<file path="config.mk">
export PLATFORM = sky130hd
export DESIGN_NAME = addr_latch_bank
export DESIGN_NICKNAME = d
export VERILOG_FILES = /design/src/rtl/alatch_pkg.sv /design/src/rtl/alatch_mode_dec.sv /design/src/rtl/alatch_sel_dec.sv /design/src/rtl/alatch_cell.sv /design/src/rtl/addr_latch_bank.sv
export SDC_FILE = /design/constraint.sdc
export NUM_CORES = 1
export LEC_CHECK = 0
export BUFFER_PORTS_ARGS = -buffer_cell sky130_fd_sc_hd__buf_4
export CORE_MARGIN = 2
export CORE_UTILIZATION = 30
export DETAILED_ROUTE_END_ITERATION = 6
export MAX_ROUTING_LAYER = met4
export SYNTH_ARGS = -nofsm -noshare
export SYNTH_HDL_FRONTEND = slang
export SYNTH_SLANG_ARGS = --single-unit
</file>
<file path="constraint.sdc">
create_clock -name clk -period 1.4 [get_ports clk]
set_clock_uncertainty 0.15 [all_clocks]
set_input_delay 0.14 -clock clk [delete_from_list [all_inputs] [get_ports clk]]
set_output_delay 0.14 -clock clk [all_outputs]
set_load 0.005 [all_outputs]
</file>
<file path="src/rtl/alatch_pkg.sv">
package alatch_pkg;
   typedef enum logic [1:0] {
      MODE_LATCH = 2'd0,
      MODE_HOLD  = 2'd1,
      MODE_DEMUX = 2'd2,
      MODE_CLEAR = 2'd3
   } alatch_mode_e;
endpackage

</file>
<file path="src/rtl/alatch_mode_dec.sv">
module alatch_mode_dec
   import alatch_pkg::*;
(
   input  logic         enable_n,
   input  logic         clear_n,
   output alatch_mode_e mode
);
   always_comb begin
      unique case ({clear_n, enable_n})
         2'b10:   mode = MODE_LATCH;
         2'b11:   mode = MODE_HOLD;
         2'b00:   mode = MODE_DEMUX;
         default: mode = MODE_CLEAR;
      endcase
   end
endmodule

</file>
<file path="src/rtl/alatch_sel_dec.sv">
module alatch_sel_dec #(
   parameter int NUM_OUTS  = 8,
   parameter int SEL_W     = 3,
   parameter bit USE_SHIFT = 1'b0
) (
   input  logic [SEL_W-1:0]    sel,
   output logic [NUM_OUTS-1:0] hit
);
   generate
      if (USE_SHIFT) begin : g_shift
         assign hit = NUM_OUTS'(1) << sel;
      end else begin : g_cmp
         for (genvar i = 0; i < NUM_OUTS; i++) begin : g_bit
            assign hit[i] = (sel == SEL_W'(i));
         end
      end
   endgenerate
endmodule

</file>
<file path="src/rtl/alatch_cell.sv">
module alatch_cell
   import alatch_pkg::*;
(
   input  logic         clk,
   input  logic         rst,
   input  logic         hit,
   input  logic         din,
   input  alatch_mode_e mode,
   output logic         q
);
   always_ff @(posedge clk) begin
      if (rst) begin
         q <= 1'b0;
      end else begin
         unique case (mode)
            MODE_LATCH: if (hit) q <= din;
            MODE_HOLD:  q <= q;
            MODE_DEMUX: q <= hit & din;
            default:    q <= 1'b0;
         endcase
      end
   end
endmodule

</file>
<file path="src/rtl/addr_latch_bank.sv">
module addr_latch_bank
   import alatch_pkg::*;
#(
   parameter int  NUM_OUTS  = 8,
   parameter bit  USE_SHIFT = 1'b0,
   localparam int SEL_W     = (NUM_OUTS > 1) ? $clog2(NUM_OUTS) : 1
) (
   input  logic                clk,
   input  logic                rst,
   input  logic                din,
   input  logic [SEL_W-1:0]    sel,
   input  logic                enable_n,
   input  logic                clear_n,
   output logic [NUM_OUTS-1:0] q,
   output logic [1:0]          mode_o
);
   generate
      if (NUM_OUTS < 2) begin : g_bad_outs
         $error("addr_latch_bank: NUM_OUTS must be at least 2");
      end
      if ((1 << SEL_W) != NUM_OUTS) begin : g_bad_pow2
         $error("addr_latch_bank: NUM_OUTS must be a power of two");
      end
   endgenerate

   alatch_mode_e        mode;
   logic [NUM_OUTS-1:0] hit;

   alatch_mode_dec u_mode (
      .enable_n (enable_n),
      .clear_n  (clear_n),
      .mode     (mode)
   );

   alatch_sel_dec #(
      .NUM_OUTS  (NUM_OUTS),
      .SEL_W     (SEL_W),
      .USE_SHIFT (USE_SHIFT)
   ) u_sel (
      .sel (sel),
      .hit (hit)
   );

   generate
      for (genvar i = 0; i < NUM_OUTS; i++) begin : g_cell
         alatch_cell u_cell (
            .clk  (clk),
            .rst  (rst),
            .hit  (hit[i]),
            .din  (din),
            .mode (mode),
            .q    (q[i])
         );
      end
   endgenerate

   assign mode_o = mode;
endmodule

</file>
### After elaboration in Yosys (flattened, before gate mapping)

Cells that the tools add are included.

| cells by class | value |
|---|---|
| equality and inequality tests | 19 |
| muxes and demuxes | 17 |
| bitwise gates (word level) | 9 |
| reduce and logical (&&, ||, !) cells | 11 |

Operator list:

| operator | number |
|---|---|
| 1-bit one-hot mux with 3 select lines | 8 |
| 2-bit by 1-bit != test with 1-bit output (second input constant) | 8 |
| 2-bit AND reduction | 8 |
| 3-bit == test (second input constant) | 4 |
| 1-bit bitwise AND | 8 |
| 1-bit 2-to-1 mux | 8 |
| 2-bit == test (second input constant) | 3 |
| 3-bit by 2-bit == test with 1-bit output (second input constant) | 2 |
| 2-bit one-hot mux with 3 select lines | 1 |
| 2-bit zero test | 2 |
| 3-bit by 1-bit == test with 1-bit output (second input constant) | 1 |
| 3-bit zero test | 1 |
| 2-bit by 1-bit == test with 1-bit output (second input constant) | 1 |
| 1-bit NOT | 1 |

| word-level totals | value |
|---|---|
| flip-flop bits (word level) | 8 |
| input port bits | 8 |
| output and inout port bits | 10 |
| logic and storage cells | 64 |

### Logic depth before layout (Yosys ltp)

Gate-level depths: netlist of run 1.

| depth | value |
|---|---|
| depth in word-level cells | 5 |
| mapped depth | 3 |
| depth with buffers taken out | 2 |

### Cells and area by module

From an unflattened synthesis of run 1, not the netlist that was laid out.

| unflattened totals | value |
|---|---|
| cells, all modules | 50 |
| area total of the unflattened synthesis | 503.0 µm² |

By module, submodules not included:

| module | instances | cells each | area each (µm²) | seq. area each (µm²) |
|---|---|---|---|---|
| alatch_cell | 8 | 5 | 53.8 | 20.0 |
| alatch_sel_dec | 1 | 8 | 65.1 | 0.0 |
| alatch_mode_dec | 1 | 2 | 7.5 | 0.0 |

### Worst setup path after synthesis of run 1

OpenSTA, ideal clock, no wires.

| timing | value |
|---|---|
| path kind | in2reg |
| from | input port sel[1] |
| to | register g_cell[1].u_cell.q |
| setup time | 0.072 ns |
| data arrival time | 0.674 ns |
| data required time | 1.178 ns |
| path slack | 0.504 ns |
| cell stages on the path | 2 |
| buffers on the path | 0 |
| cells stage by stage | nor4b_1 mux2i_1 |

| between the ends | value |
|---|---|
| cells in the longest elaborated chain, start to end | 3 |
| elaborated cells on any way between the ends | 5 |
| those cells by class | eq/ne (2); mux (1); bitwise (1); reduce/logical (1) |

RTL lines:

| what | RTL line | text |
|---|---|---|
| start: declaration | addr_latch_bank.sv:11 | `input logic [SEL_W-1:0] sel,` |
| 3-bit by 1-bit == test with 1-bit output * | alatch_sel_dec.sv:14 | `assign hit[i] = (sel == SEL_W'(i));` |
| 1-bit bitwise AND / 2-bit by 1-bit != test with 1-bit output (equally long branches) | n/a |  |
| 1-bit one-hot mux with 3 select lines / 2-bit AND reduction (equally long branches) | n/a |  |
| end signal: assignment | alatch_cell.sv:16 | `MODE_LATCH: if (hit) q <= din;` |
| end signal: assignment | alatch_cell.sv:17 | `MODE_HOLD: q <= q;` |
| end signal: assignment | alatch_cell.sv:18 | `MODE_DEMUX: q <= hit & din;` |
| end: declaration | alatch_cell.sv:9 | `output logic q` |

Every way passes the cells marked *; elsewhere a longest branch is shown, timed or not.
A chain may end at the register's enable or synchronous reset.

### Worst setup path in the final report of run 1

| timing | value |
|---|---|
| from | register g_cell[1].u_cell.q |
| to | output port q[1] |

RTL lines:

| what | RTL line | text |
|---|---|---|
| end: declaration | addr_latch_bank.sv:14 | `output logic [NUM_OUTS-1:0] q,` |

No word-level cell between the ends.

==> flow_metrics.tcl, run 1 <==
set metrics [dict create \
    status "finished, final reports clean" \
    hold_path_depth 3 \
    num_rows 14 \
    drt-initial-drc-count 6 \
    crit_chain "buf_4" \
    synth_seq_cells 8 \
    worst-path-buf-inv 1 \
    maxSlewViolCount 0 \
    place.gp.congestion 0.687 \
    crit_fanout 2 \
    viasPerCell 4.99 \
    clkTransAtPathRegs_ps 60 \
    gr-total-overflow 0 \
    worst_hold_slack_ps 62.9 \
    synth.top_cell.area_share_pct 34.7 \
    yosysWarnings 0 \
    areaGrowthSynthToFinish_pct 21.1 \
    r2r_cells 2 \
    start_kind "flop" \
    wirelength_um 906 \
    netlist-cell-type-count 13 \
    stdcell_count 70 \
    dominantRegCellSynth "dfxtp_1" \
    clockRootBuffer "clkbuf_4" \
    p_per_area_nw_per_um2 846 \
    grt_pass1_vias 354 \
    power_uw 473 \
    fin_area_um2 559 \
    ctsResizeCount 0 \
    antenna_left 0 \
    synth.largest_area_cell "dfxtp_1" \
    leakage_nw 0.228 \
    min_to "g_cell[0].u_cell.q" \
    hp-start "clear_n" \
    drive_gt1_share_pct 40.7 \
    post-place-ws_ps 299 \
    yosys-top-cells-count "buf_4 (8), dfxtp_1 (8), mux2i_1 (8), nand3b_1 (8), nor4b_1 (3)" \
    dpl.hpwl_um 635 \
    n_antenna_cell 0 \
    syn_inst 45 \
    worstMarginPinSlew_ps 362 \
    max-clock-path-buffers 2 \
    critPathRequiredTime_ps 1110 \
    die_h_um 43.2 \
    io_buffers 17 \
    relSlewSlack_pct 75.6 \
    largest_register_ffs 8 \
    cts_tree "done" \
    synth-edff-count 0 \
    startpoint "g_cell[1].u_cell.q" \
    post_drt_wl_per_cell_um 12.9 \
    numCtsBuffers 3 \
    arrival_ps 700 \
    initial_core_util_pct 31.4 \
    ctsHoldBuffers 0 \
    worstHoldPathType "primary input to flop" \
    dp.cells 67 \
    synth_area_um2 462 \
    io_pins 18 \
    rsz0062_at_grt "no" \
    crit_path_end_kind "output pin" \
    clock_sinks 8 \
    avgSynthCellArea_um2 10.3 \
    die_x_um 43.2 \
    path_class "flop to output pin" \
    max_freq_ghz 1.01 \
    clk_latency_ps 250 \
    setup_viol 0 \
    grt_antenna_before_repair 0 \
    timing.rr.start "g_cell[1].u_cell.q" \
    fp.coreArea_um2 1470 \
    dieArea_um2 1870 \
    placed_area_um2 537 \
    regArea_um2 160 \
    timing.final.crit_share_pct 70.7 \
    syn_nets 53 \
    critPathSlowestCell "dfxtp_1" \
    largest-register "g_cell.u_cell.q" \
    ir_drop_v 0.000462 \
    cts_setup_buffers 0 \
    hold_violations 0 \
    max_stage_delay_ps 330 \
    critPathTopFamily "flip-flops" \
    fin_ws_ps 410 \
    synthTopCellsByArea "dfxtp_1 (35%), mux2i_1 (17%), buf_4 (13%), nand3b_1 (13%), nor4b_1 (5.7%)" \
    drc_errors 0 \
    fin_setup_tns_ps 0 \
    grt_pass1_wl_um 1550 \
    finalCoreUtilization_pct 38.0 \
    maxCapViolCount 0 \
    yosysSeqAreaShare_pct 34.7 \
    reg2reg_to "g_cell[1].u_cell.q" \
    num_vias 349 \
    grt_max_degree 10 \
    finalCriticalPeriod_ps 990 \
    r2r_slack_ps 610 \
    multi_input_area_um2 225 \
    ys_async_sr_fraction_pct 0 \
    top_regs "g_cell.u_cell.q: 8 flops" \
    htreeDepth 1 \
    dr.pass1.iters 3 \
    n_fill_cell 149 \
    grt_use_total_pct 12.1 \
    fin_nets 64 \
]
report_power, final:
| part | total [mW] | switching, mW | internal, mW |
|---|---|---|---|
| Sequential | 0.233 | 0.00159 | 0.231 |
| Combinational | 0.0635 | 0.0286 | 0.0348 |
| Clock | 0.177 | 0.0789 | 0.0981 |
layer usage:
layer	GRT usage [%]	part of all wire, %	vias to the layer above
li1	-	-	175
met1	12.3	46	161
met2	17.9	46	11
met3	8.09	6.6	2
met4	5.45	1.3	0
met5	-	0	-
worst reg2reg max path, stage by stage, from the launching register on:
cell	delay, ps
dfxtp_1	330
nand3b_1	80
mux2i_1	140
cells in the final DEF (no fill, tap or decap), drive strengths merged:
| master | instances |
|---|---|
| clkbuf | 3 |
| nand3b | 8 |
| nor4 | 1 |
| mux2i | 8 |
| dfxtp | 8 |
| and4bb | 3 |
| nand4b | 1 |
| nand2b | 1 |
| buf | 17 |
| inv | 1 |
| nor4b | 3 |
worst max path at each step:
stage / to / slack [ps] / depth (start not counted)
2_1_floorplan: g_cell[1].u_cell.q / 500 / 2
3_3_place_gp: g_cell[4].u_cell.q / 290 / 3
3_5_place_dp: g_cell[4].u_cell.q / 300 / 3
4_1_cts: q[1] / 400 / 1
5_1_grt: q[1] / 360 / 1
6_report: q[1] / 410 / 1
logic make-up after synthesis:
| family | Yosys count | synth area share, % |
|---|---|---|
| and+or+nand+nor | 17 | 31.4 |
| buffers and inverters | 12 | 16.5 |
| muxes | 8 | 17.3 |
| DFF | 8 | 34.7 |
cell type report:
| type | count | share of cell area (%) |
|---|---|---|
| Tap cell | 16 | 3.58 |
| Timing Repair Buffer | 17 | 22.8 |
| Sequential cell | 8 | 28.6 |
| Clock buffer | 3 | 4.03 |
| Inverter | 1 | 0.671 |
| Multi-Input combinational cell | 25 | 40.3 |
No activity file was read; power rests on OpenSTA's default activity.
==> run 2, diff against run 1 <==
Settings changed: ABC_AREA set to 1.
Clock period 1.4 ns to 0.99 ns, I/O delays scaled along.
==> flow_metrics.tcl, run 2 <==
set metrics [dict create \
    status "finished, final reports clean" \
    placed_area_um2 569 \
    dp.cells 96 \
    r2r_cells 3 \
    fin_nets 93 \
    antenna_left 0 \
    worstHoldPathType "primary input to flop" \
    routed.top_layer "met4" \
    gr-total-overflow 0 \
    worst-path-buf-inv 1 \
    initial_core_util_pct 32.2 \
    maxCapViolCount 0 \
    wl_met2_um 428 \
    wirelength_um 968 \
    leakage_nw 0.305 \
    synth_seq_cells 8 \
    r2r_slack_ps 170 \
    ys_async_sr_fraction_pct 0 \
    synth.top_cell.area_share_pct 32.7 \
    drt-initial-drc-count 11 \
    cts_tree "done" \
    dr_wl_met3_um 66 \
    reg2reg_to "g_cell[2].u_cell.q" \
    stdcell_count 99 \
    wl_met1_um 457 \
    areaGrowthSynthToFinish_pct 20.9 \
    yosysSeqAreaShare_pct 32.7 \
    synth-edff-count 0 \
    regArea_um2 161 \
    viasPerCell 4.57 \
    max_freq_ghz 1.07 \
    num_rows 14 \
    ctsHoldBuffers 0 \
    path_class "flop to output pin" \
    grt_pass1_wl_um 1640 \
    synthTopCellsByArea "dfxtp_1 (33%), nand2_1 (13%), buf_4 (12%), a21boi_1 (9.2%), nand3_1 (8.2%)" \
    yosysMostFrequentCell "nand2_1" \
    critPathSlowestCell "dfxtp_1" \
    timing.final.crit_share_pct 94.7 \
    clk_latency_ps 250 \
    cts_setup_buffers 0 \
    p_per_area_nw_per_um2 1190 \
    avgSynthCellArea_um2 6.72 \
    yosysWarnings 0 \
    critPathTopFamily "flip-flops" \
    die_h_um 44.4 \
    fp.coreArea_um2 1520 \
    start_kind "flop" \
    largest_register_ffs 8 \
    arrival_ps 690 \
    crit_path_end_kind "output pin" \
    clock_sinks 8 \
    crit_chain "buf_4" \
    syn_inst 73 \
    post_drt_wl_per_cell_um 9.78 \
    max-clock-path-buffers 2 \
    drc_errors 0 \
    synth.largest_area_cell "dfxtp_1" \
    grt_antenna_before_repair 0 \
    setup_viol 0 \
    grt_pass1_vias 380 \
    layout_common_cells "nand2_1 (17), buf_4 (17), nor2_1 (9), nand3_1 (8)" \
    relSlewSlack_pct 82.9 \
    fin_setup_tns_ps 0 \
    largest-register "g_cell.u_cell.q" \
    drive_gt1_share_pct 32.5 \
    n_antenna_cell 0 \
    timing.rr.start "g_cell[2].u_cell.q" \
    max_stage_delay_ps 330 \
    netlist-cell-type-count 13 \
    fin_area_um2 593 \
    multi_input_area_um2 228 \
    htreeDepth 1 \
    dominantRegCellSynth "dfxtp_1" \
    dr.pass1.iters 4 \
    numCtsBuffers 3 \
    critPathRequiredTime_ps 740 \
    hold_violations 0 \
    finalCriticalPeriod_ps 938 \
    maxSlewViolCount 0 \
    cp_num_cells 1 \
    rsz0062_at_grt "no" \
    crit_fanout 2 \
    io_pins 18 \
    crit_end "q[4]" \
    ir_drop_v 0.000348 \
    top_regs "g_cell.u_cell.q: 8 flops" \
    yosys-top-cells-count "nand2_1 (17), nor2_1 (9), buf_4 (8), dfxtp_1 (8), nand3_1 (8)" \
    n_fill_cell 157 \
    io_buffers 17 \
    place.gp.congestion 0.732 \
    clockRootBuffer "clkbuf_4" \
    die_x_um 44.4 \
    grt_max_degree 10 \
    dpl.hpwl_um 708 \
    clkTransAtPathRegs_ps 50 \
    num_vias 452 \
    grt_use_total_pct 12.2 \
    startpoint "g_cell[4].u_cell.q" \
    dieArea_um2 1970 \
    ctsResizeCount 0 \
    worstMarginPinSlew_ps 256 \
    synth_area_um2 490 \
    syn_nets 81 \
]
-- run 2: cell count changes after synthesis, moves of 3 or more --
| cell | change |
|---|---|
| nand2_1 | +17 |
| nor2_1 | +9 |
| mux2i_1 | -8 |
| nand3_1 | +8 |
| nand3b_1 | -8 |
| a21boi_1 | +6 |
| inv_1 | +6 |
| nor4b_1 | -3 |
-- run 2: metal layers --
metal | vias up | global-route usage, %
met1 | 199 | 16.1
li1 | 238 | -
met3 | 2 | 3.67
met5 | - | -
met2 | 13 | 15.3
met4 | 0 | 9.09
-- run 2: how the worst min path moves through the flow --
stage	from	slack [ps]	endpoint	cells after the start
floorplan	enable_n	130	mode_o[0]	1
global placement	enable_n	280	mode_o[0]	2
detailed placement	enable_n	280	mode_o[0]	2
CTS	rst	40	g_cell[1].u_cell.q	4
global route	rst	80	g_cell[7].u_cell.q	4
finish	rst	60	g_cell[7].u_cell.q	4
-- run 2: cell type report --
cell class	instances	share of cell area (%)
Multi-Input combinational cell	46	38.4
Sequential cell	8	27.2
Timing Repair Buffer	17	21.5
Inverter	9	5.70
Clock buffer	3	3.80
Tap cell	16	3.38
-- run 2: power by group --
group          switching (mW)  internal (mW)
logic                  0.0662         0.0536
clock network           0.112          0.139
registers             0.00355          0.330
-- run 2: cells by family after synthesis --
logic type             Yosys count  share of synthesized area (%)
and+or+nand+nor                 38                           35.2
buffers and inverters           19                           20.9
DFF                              8                           32.7
AOI/OAI and AO/OA                8                           11.2
-- run 2: stage by stage --
stage          power (mW)  utilization [%]  hold WS, ps  setup slack (ps)
2_1_floorplan       0.413                -          127               214
3_3_place_gp        0.459             37.4          275              74.9
3_5_place_dp        0.461             37.4          277              65.2
4_1_cts             0.721             38.8         43.0              41.0
5_1_grt             0.754             38.9         79.0              6.14
6_report            0.704             38.9         56.2              52.0
